$ cat src/rtl/pts_pkg.sv
package pts_pkg;
  typedef enum logic [1:0] {
    PTS_OFF  = 2'b00,
    PTS_V1   = 2'b01,
    PTS_V2   = 2'b10,
    PTS_OFF3 = 2'b11
  } pts_mode_e;

  localparam int          MSG_W      = 4;
  localparam int          PORT_W     = 16;
  localparam logic [15:0] PTP_ETYPE  = 16'h88F7;
  localparam int          EVT_LAST   = 3;
  localparam logic [3:0]  VER_ONE    = 4'd1;
  localparam logic [3:0]  VER_TWO    = 4'd2;
endpackage

$ cat src/rtl/pts_rx_match.sv
module pts_rx_match
  import pts_pkg::*;
(
  input  logic [1:0]        mode,
  input  logic [MSG_W-1:0]  v1_msg,
  input  logic [PORT_W-1:0] udp_port,
  input  logic              etype_en,
  input  logic [15:0]       ethertype,
  input  logic              is_udp,
  input  logic [PORT_W-1:0] dst_port,
  input  logic [3:0]        version,
  input  logic [MSG_W-1:0]  msg_type,
  output logic              hit
);
  logic udp_ok, etype_ok, is_event;

  always_comb begin
    udp_ok   = is_udp && (dst_port == udp_port);
    etype_ok = etype_en && (ethertype == PTP_ETYPE);
    is_event = (int'(msg_type) <= EVT_LAST);
    unique case (pts_mode_e'(mode))
      PTS_V1:  hit = udp_ok && (version == VER_ONE) && (msg_type == v1_msg);
      PTS_V2:  hit = (udp_ok || etype_ok) && (version == VER_TWO) && is_event;
      default: hit = 1'b0;
    endcase
  end
endmodule

$ cat src/rtl/pts_slot.sv
module pts_slot #(
  parameter int TIME_W = 64,
  localparam int HALF_W = TIME_W / 2
) (
  input  logic              clk,
  input  logic              rst,
  input  logic              take,
  input  logic              rel,
  input  logic [TIME_W-1:0] time_in,
  output logic              valid,
  output logic [HALF_W-1:0] stamp_lo,
  output logic [HALF_W-1:0] stamp_hi,
  output logic              took
);
  always_ff @(posedge clk) begin
    if (rst) begin
      valid    <= 1'b0;
      stamp_lo <= '0;
      stamp_hi <= '0;
      took     <= 1'b0;
    end else begin
      took <= 1'b0;
      if (valid) begin
        if (rel) valid <= 1'b0;
      end else if (take) begin
        valid    <= 1'b1;
        stamp_lo <= time_in[HALF_W-1:0];
        stamp_hi <= time_in[TIME_W-1:HALF_W];
        took     <= 1'b1;
      end
    end
  end
endmodule

$ cat src/rtl/ptp_stamp_latch.sv
module ptp_stamp_latch
  import pts_pkg::*;
#(
  parameter int TIME_W = 64,
  localparam int HALF_W = TIME_W / 2
) (
  input  logic              clk,
  input  logic              rst,
  input  logic [TIME_W-1:0] sys_time,
  input  logic              cfg_rx_en,
  input  logic              cfg_tx_en,
  input  logic [1:0]        cfg_rx_mode,
  input  logic [MSG_W-1:0]  cfg_v1_msg,
  input  logic [PORT_W-1:0] cfg_udp_port,
  input  logic              cfg_etype_ts_en,
  input  logic              rx_sof,
  input  logic [15:0]       rx_ethertype,
  input  logic              rx_is_udp,
  input  logic [PORT_W-1:0] rx_dst_port,
  input  logic [3:0]        rx_version,
  input  logic [MSG_W-1:0]  rx_msg_type,
  input  logic              rx_rd_hi,
  output logic              rx_valid,
  output logic [HALF_W-1:0] rx_stamp_lo,
  output logic [HALF_W-1:0] rx_stamp_hi,
  output logic              rx_desc_ts,
  input  logic              tx_sof,
  input  logic              tx_req,
  input  logic              tx_rd_hi,
  output logic              tx_valid,
  output logic [HALF_W-1:0] tx_stamp_lo,
  output logic [HALF_W-1:0] tx_stamp_hi
);
  logic rx_hit, rx_take, tx_take, tx_took_unused;

  pts_rx_match u_match (
    .mode      (cfg_rx_mode),
    .v1_msg    (cfg_v1_msg),
    .udp_port  (cfg_udp_port),
    .etype_en  (cfg_etype_ts_en),
    .ethertype (rx_ethertype),
    .is_udp    (rx_is_udp),
    .dst_port  (rx_dst_port),
    .version   (rx_version),
    .msg_type  (rx_msg_type),
    .hit       (rx_hit)
  );

  assign rx_take = rx_sof && cfg_rx_en && rx_hit;
  assign tx_take = tx_sof && tx_req && cfg_tx_en;

  pts_slot #(.TIME_W(TIME_W)) u_rx_slot (
    .clk      (clk),
    .rst      (rst),
    .take     (rx_take),
    .rel      (rx_rd_hi),
    .time_in  (sys_time),
    .valid    (rx_valid),
    .stamp_lo (rx_stamp_lo),
    .stamp_hi (rx_stamp_hi),
    .took     (rx_desc_ts)
  );

  pts_slot #(.TIME_W(TIME_W)) u_tx_slot (
    .clk      (clk),
    .rst      (rst),
    .take     (tx_take),
    .rel      (tx_rd_hi),
    .time_in  (sys_time),
    .valid    (tx_valid),
    .stamp_lo (tx_stamp_lo),
    .stamp_hi (tx_stamp_hi),
    .took     (tx_took_unused)
  );
endmodule

$ cat config.mk
export PLATFORM = sky130hd
export DESIGN_NAME = ptp_stamp_latch
export DESIGN_NICKNAME = d
export VERILOG_FILES = /design/src/rtl/pts_pkg.sv /design/src/rtl/pts_rx_match.sv /design/src/rtl/pts_slot.sv /design/src/rtl/ptp_stamp_latch.sv
export SDC_FILE = /design/constraint.sdc
export NUM_CORES = 1
export LEC_CHECK = 0
export BUFFER_PORTS_ARGS = -buffer_cell sky130_fd_sc_hd__buf_2
export CAP_MARGIN = 20
export CORE_AREA = 2 2 110 112
export CTS_BUF_LIST = sky130_fd_sc_hd__clkbuf_8
export CTS_CLUSTER_SIZE = 30
export DETAILED_ROUTE_END_ITERATION = 10
export DIE_AREA = 0 0 112 114
export PLACE_DENSITY = 0.77
export SYNTH_ARGS = -nofsm -noshare
export SYNTH_HDL_FRONTEND = slang
export SYNTH_SLANG_ARGS = --single-unit
$ cat constraint.sdc
create_clock -name clk -period 1.55 [get_ports clk]
set_clock_uncertainty 0.05 [all_clocks]
set_input_delay 0.0775 -clock clk [delete_from_list [all_inputs] [get_ports clk]]
set_output_delay 0.0775 -clock clk [all_outputs]
set_load 0.01 [all_outputs]
# [Word level (Yosys, flattened, before mapping)]
# Index checks and enable logic that the tools add are counted.
[totals] memories=0 out_inout_bits=131 romBits=0 elab_cells=38 latch_bits=0 reg_bits=131 mem_bits_rw=0 in_bits=137
[op_classes] n_reduce_logical=14 mul=0 eq_ne=7 shift=0 div=0 n_addsub=0 mux=7 bitwise=2 n_lt_le_gt_ge=1
[ops] operator="$eq 16x16->1" n=1
[ops] operator="$eq 16x16->1 const B" n=1
[ops] operator="$logic_and 1x1->1" n=10
[ops] operator="$mux 1" n=6
[ops] operator="$eq 4x1->1 const B" n=1
[ops] operator="$eq 4x2->1 const B" n=1
[ops] operator="$eq 4x4->1" n=1
[ops] operator="$le 4x2->1 const B" n=1
[ops] operator="$reduce_and 2->1" n=2
[ops] operator="$eq 2x1->1 const B" n=1
[ops] operator="$eq 2x2->1 const B" n=1
[ops] operator="$not 1->1" n=2
[ops] operator="$pmux 1 s2" n=1
[ops] operator="$reduce_or 2->1" n=1
[ops] operator="$logic_or 1x1->1" n=1

# [Logic depth before layout (Yosys ltp)]
[logic_depth] depth_word=9 mapped_depth=9 ltp_nobuf=7

# [Hierarchy]
# From an unflattened synthesis, not the netlist that was laid out.
[unflattened] cells_unflattened=639 hier_area_um2=6349.8
[modules_own_cells] mod="pts_slot" area_each_um2=2997.9 n_inst=2 cells_each=297 seq_area_each_um2=1321.3
[modules_own_cells] mod="pts_rx_match" area_each_um2=341.6 n_inst=1 cells_each=43 seq_area_each_um2=0.0
[modules_own_cells] mod="ptp_stamp_latch" area_each_um2=12.5 n_inst=1 cells_each=2 seq_area_each_um2=0.0

# [Least setup slack after synthesis]
# OpenSTA, ideal clock, no wires.
[synth_timing] path_kind="input port to flip-flop" startpoint="input port cfg_udp_port[4]" endpoint="register u_rx_slot.stamp_hi[0]" arrival_time_ps=1542 stages=7 slack_ps=-159 setup_time_ps=117 required_ps=1383 n_path_buf=1 path_cell_list="xor2_1 -> nor4_1 -> nand2_1 -> o41ai_4 -> a21oi_2 -> buf_6 -> a22o_1"
[synth_between] elab_chain_len=8 elab_cells_between_ends=10 classes_between="1 x eq/ne; 1 x mux; 8 x reduce/logical"
[synth_lines] element="from (decl)" line="ptp_stamp_latch.sv:14" rtl="input logic [PORT_W-1:0] cfg_udp_port,"
[synth_lines] element="$eq 16x16->1 (*)" line="pts_rx_match.sv:18" rtl="udp_ok = is_udp && (dst_port == udp_port);"
[synth_lines] element="$logic_and 1x1->1 (*)" line="pts_rx_match.sv:18"
[synth_lines] element="$logic_or 1x1->1" line="pts_rx_match.sv:23" rtl="PTS_V2: hit = (udp_ok || etype_ok) && (version == VER_TWO) && is_event;"
[synth_lines] element="$logic_and 1x1->1 (2 in series)" line="pts_rx_match.sv:23"
[synth_lines] element="$pmux 1 s2 (*)" line="pts_rx_match.sv:21" rtl="unique case (pts_mode_e'(mode))"
[synth_lines] element="$logic_and 1x1->1 (*)" line="ptp_stamp_latch.sv:49" rtl="assign rx_take = rx_sof && cfg_rx_en && rx_hit;"
[synth_lines] element="$reduce_and 2->1 (no source line) (*)"
[synth_lines] element="to (signal assigned)" line="pts_slot.sv:28" rtl="stamp_hi <= time_in[TIME_W-1:HALF_W];"
[synth_lines] element="to (decl)" line="pts_slot.sv:12" rtl="output logic [HALF_W-1:0] stamp_hi,"
# Every way passes the cells marked *; elsewhere a longest branch is shown, timed or not.
# A chain may end at the register's enable or synchronous reset.

# [Final worst setup path]
[layout_timing] startpoint="input port cfg_udp_port[4]" endpoint="register u_rx_slot.stamp_hi[3]"
# The elaborated chain is that of the path after synthesis.

==> reports/metrics.yaml <==
final_nets: 949
yosysTopAreaCellShare_pct: 56.42
routed_via_density: 4.909
grtUsageTotal_pct: 22.03
dp_hpwl_um: 9163
synth_ff_type: "dfxtp_1"
area_growth_pct: 55.21
synth_area_mm2: 0.004648
synth_compound_area_share_pct: 20.27
required_ns: 1.88
finalHoldViolCount: 0
dpl_cell_area_mm2: 0.006143
place_inst: 872
synth-simple-area-share_pct: 14.21
wl_um: 14470
pin_count: 268
fin_crit_ns: 1.486
slew_viol_final: 0
ys_seq_area_share_pct: 56.42
reg2regPathDepth: 5
clockRootBuffer: "clkbuf_8"
ir_worst_vdd_mv: 0.7173
ant_nets: 0
syn_inst: 478
initial_utilization_pct: 39.69
firstDrtPassIters: 4
synth_top_family_by_area: "compound AO/OA/AOI/OAI gates"
period_share_pct: 95.88
hold_slack_ns: 0.1284
vias: 4762
critPathLaunchType: "input port"
powerDensity_mw_per_mm2: 969.2
clock_sinks: 131
final_cells: 970
rr_startpoint: "u_rx_slot.valid$_SDFF_PP0_"
status: "finished clean"
drcViolationCount: 0
cts_tree: "done"
syn_area_per_cell_um2: 9.724
worst-setup-path-type: "input port to register"
hp-start: "rst"
yosysWarnings: 0
grt_pass1_vias: 4644
antenna_found_initial: 1
grt_overflow: 0
syn-num-nets: 617
numCtsBuffers: 17
crit_path_end_kind: "register"
synth_common_cells: "132 x nand2_1, 131 x dfxtp_1, 66 x a21oi_1"
hold-path-endpoint: "u_tx_slot.stamp_hi[26]$_SDFFE_PP0P_"
synth.largest_area_cell: "dfxtp_1"
placement.io_buffers: 267
fin_area_mm2: 0.007214
async_flop_share_pct: 0
insertion_delay_ns: 0.43
synth_fa_ha_area_share_pct: 0.5384
antennaDiodeCount: 0
r2r_slack_ns: 0.09
final_layout_size_suffix_gt1_share_pct: 38.76
grt_pass1_wl_um: 22410
clk_pin_slew_ns: 0.08
p_leak_nw: 3.457
htreeDepth: 4
setup-violations-final: 0
n_fill_cell: 992
slew_headroom_pct: 72.32
synth_edf_count: 0
num_rows: 40
dieArea_mm2: 0.01277
max_clock_freq_mhz: 672.9
cp_max_fo: 36
drt_iter0_drc: 209
fin_ws_ns: 0.06387
die_w_um: 112
max_cap_violations: 0
synth_mux_area_share_pct: 0
rsz0062_at_grt: "true"
whs_path_depth: 3
wl_per_cell_um: 14.91
clockBufferDepth: 2
synth_seq_cells: 131
synthDistinctLibCells: 29
die_height_um: 114
r2r-end: "u_rx_slot.stamp_hi[3]$_SDFFE_PP0P_"
hp-class: "input port to register"
worst_pin_slew_ns: 0.4152
synth_xor_area_share_pct: 3.769
ys_top_cells_by_area: "dfxtp_1 56%, a22o_1 12%, nand2_1 11%, a21oi_1 7.1%, buf_6 2.7%"
cp.arrival_ns: 1.82
core-area_mm2: 0.01171
synth_most_common_cell: "nand2_1"
grt_max_degree: 66
dp_slack_ns: -0.4180
gp_congestion: 0.8099
post-cts-setup-buffers: 0
-- worst max-delay path, cell delays in order --
cell	delay (ns)
buf_2	0.10
xor2_1	0.15
nor4_1	0.27
nand2_1	0.17
o41ai_2	0.36
and3b_2	0.29
buf_12	0.20
a22o_1	0.16
-- cell families after synthesis --
| kind of cell | count (synthesis) |
|---|---|
| AOI/OAI and AO/OA | 134 |
| xor gates and xnor gates | 20 |
| adders and majority gates | 2 |
| buffers and inverters | 36 |
| DFF | 131 |
| and+or+nand+nor | 155 |
-- how the worst max path moves through the flow --
| stage | from | end | slack, ns | cells past startpoint |
|---|---|---|---|---|
| after floorplan | rx_version[3] | u_rx_slot.stamp_hi[0]$_SDFFE_PP0P_ | -0.07 | 8 |
| after global placement | cfg_udp_port[4] | u_rx_slot.stamp_hi[4]$_SDFFE_PP0P_ | -0.42 | 8 |
| after detailed placement | cfg_udp_port[4] | u_rx_slot.stamp_hi[4]$_SDFFE_PP0P_ | -0.42 | 8 |
| after CTS | cfg_udp_port[4] | u_rx_slot.stamp_hi[3]$_SDFFE_PP0P_ | 0.04 | 8 |
| after global routing | rx_dst_port[8] | u_rx_slot.stamp_hi[3]$_SDFFE_PP0P_ | -0.02 | 8 |
| final | cfg_udp_port[4] | u_rx_slot.stamp_hi[3]$_SDFFE_PP0P_ | 0.06 | 8 |
-- layout make-up --
class                           count  area (um^2)  share of cell area (%)
Clock inverter                     15        156.4                   2.168
Multi-Input combinational cell    311         1821                   25.23
Inverter                            2        7.507                  0.1041
Clock buffer                       17        234.0                   3.243
Tap cell                          147        183.9                   2.549
Sequential cell                   131         2623                   36.35
Timing Repair Buffer              347         2190                   30.35
-- sequential cells by signal, indices dropped and copies added (netlist names) --
signal              flops
u_tx_slot.valid         1
u_rx_slot.stamp_hi     32
u_tx_slot.stamp_hi     32
u_tx_slot.stamp_lo     32
u_rx_slot.stamp_lo     32
u_rx_slot.valid         1
u_rx_slot.took          1
-- per-stage QoR --
| step | util [%] | total power, mW | setup TNS (ns) |
|---|---|---|---|
| finish | 61.60 | 6.992 | 0 |
| global route | 61.60 | 7.290 | -0.01537 |
| CTS | 61.43 | 7.043 | 0 |
| detailed placement | 52.46 | 4.086 | -25.76 |
| global placement | 52.46 | 4.079 | -26.22 |
| floorplan | - | 3.762 | -3.868 |
-- report_power, final --
part	total, mW	leakage, nW	internal [mW]	switching, mW
sequential	3.45	1.06	3.42	0.0270
clock	2.84	0.202	1.44	1.40
combinational	0.704	2.20	0.372	0.332
-- cells in the final DEF, fill, tap and decap left out, drive strengths merged, types with 3 or more instances in the layout --
master | Yosys | final
nor4 | 6 | 6
inv | 2 | 6
xor2 | 12 | 12
dfxtp | 131 | 131
dlygate4sd3 | 0 | 66
nand2 | 132 | 132
clkinv | 0 | 8
nand4 | 3 | 3
clkbuf | 17 | 17
a21oi | 67 | 67
buf | 17 | 281
a22o | 64 | 64
nand4b | 3 | 3
xnor2 | 8 | 8
-- timing repair --
item	4_1_cts	5_1_grt
hold endpoints to repair	130	0
setup endpoints to repair	0	64
resized for setup	0	3
hold buffers	66	0
-- layer usage --
layer	share of wire (%)	global-route usage, %	wire, um
met5	0.076	0	11
met4	2.8	9.919	410
met3	7.6	7.705	1100
met2	51	38.87	7424
met1	38	23.98	5521
Note: power is estimated with default switching activity, not from simulation.
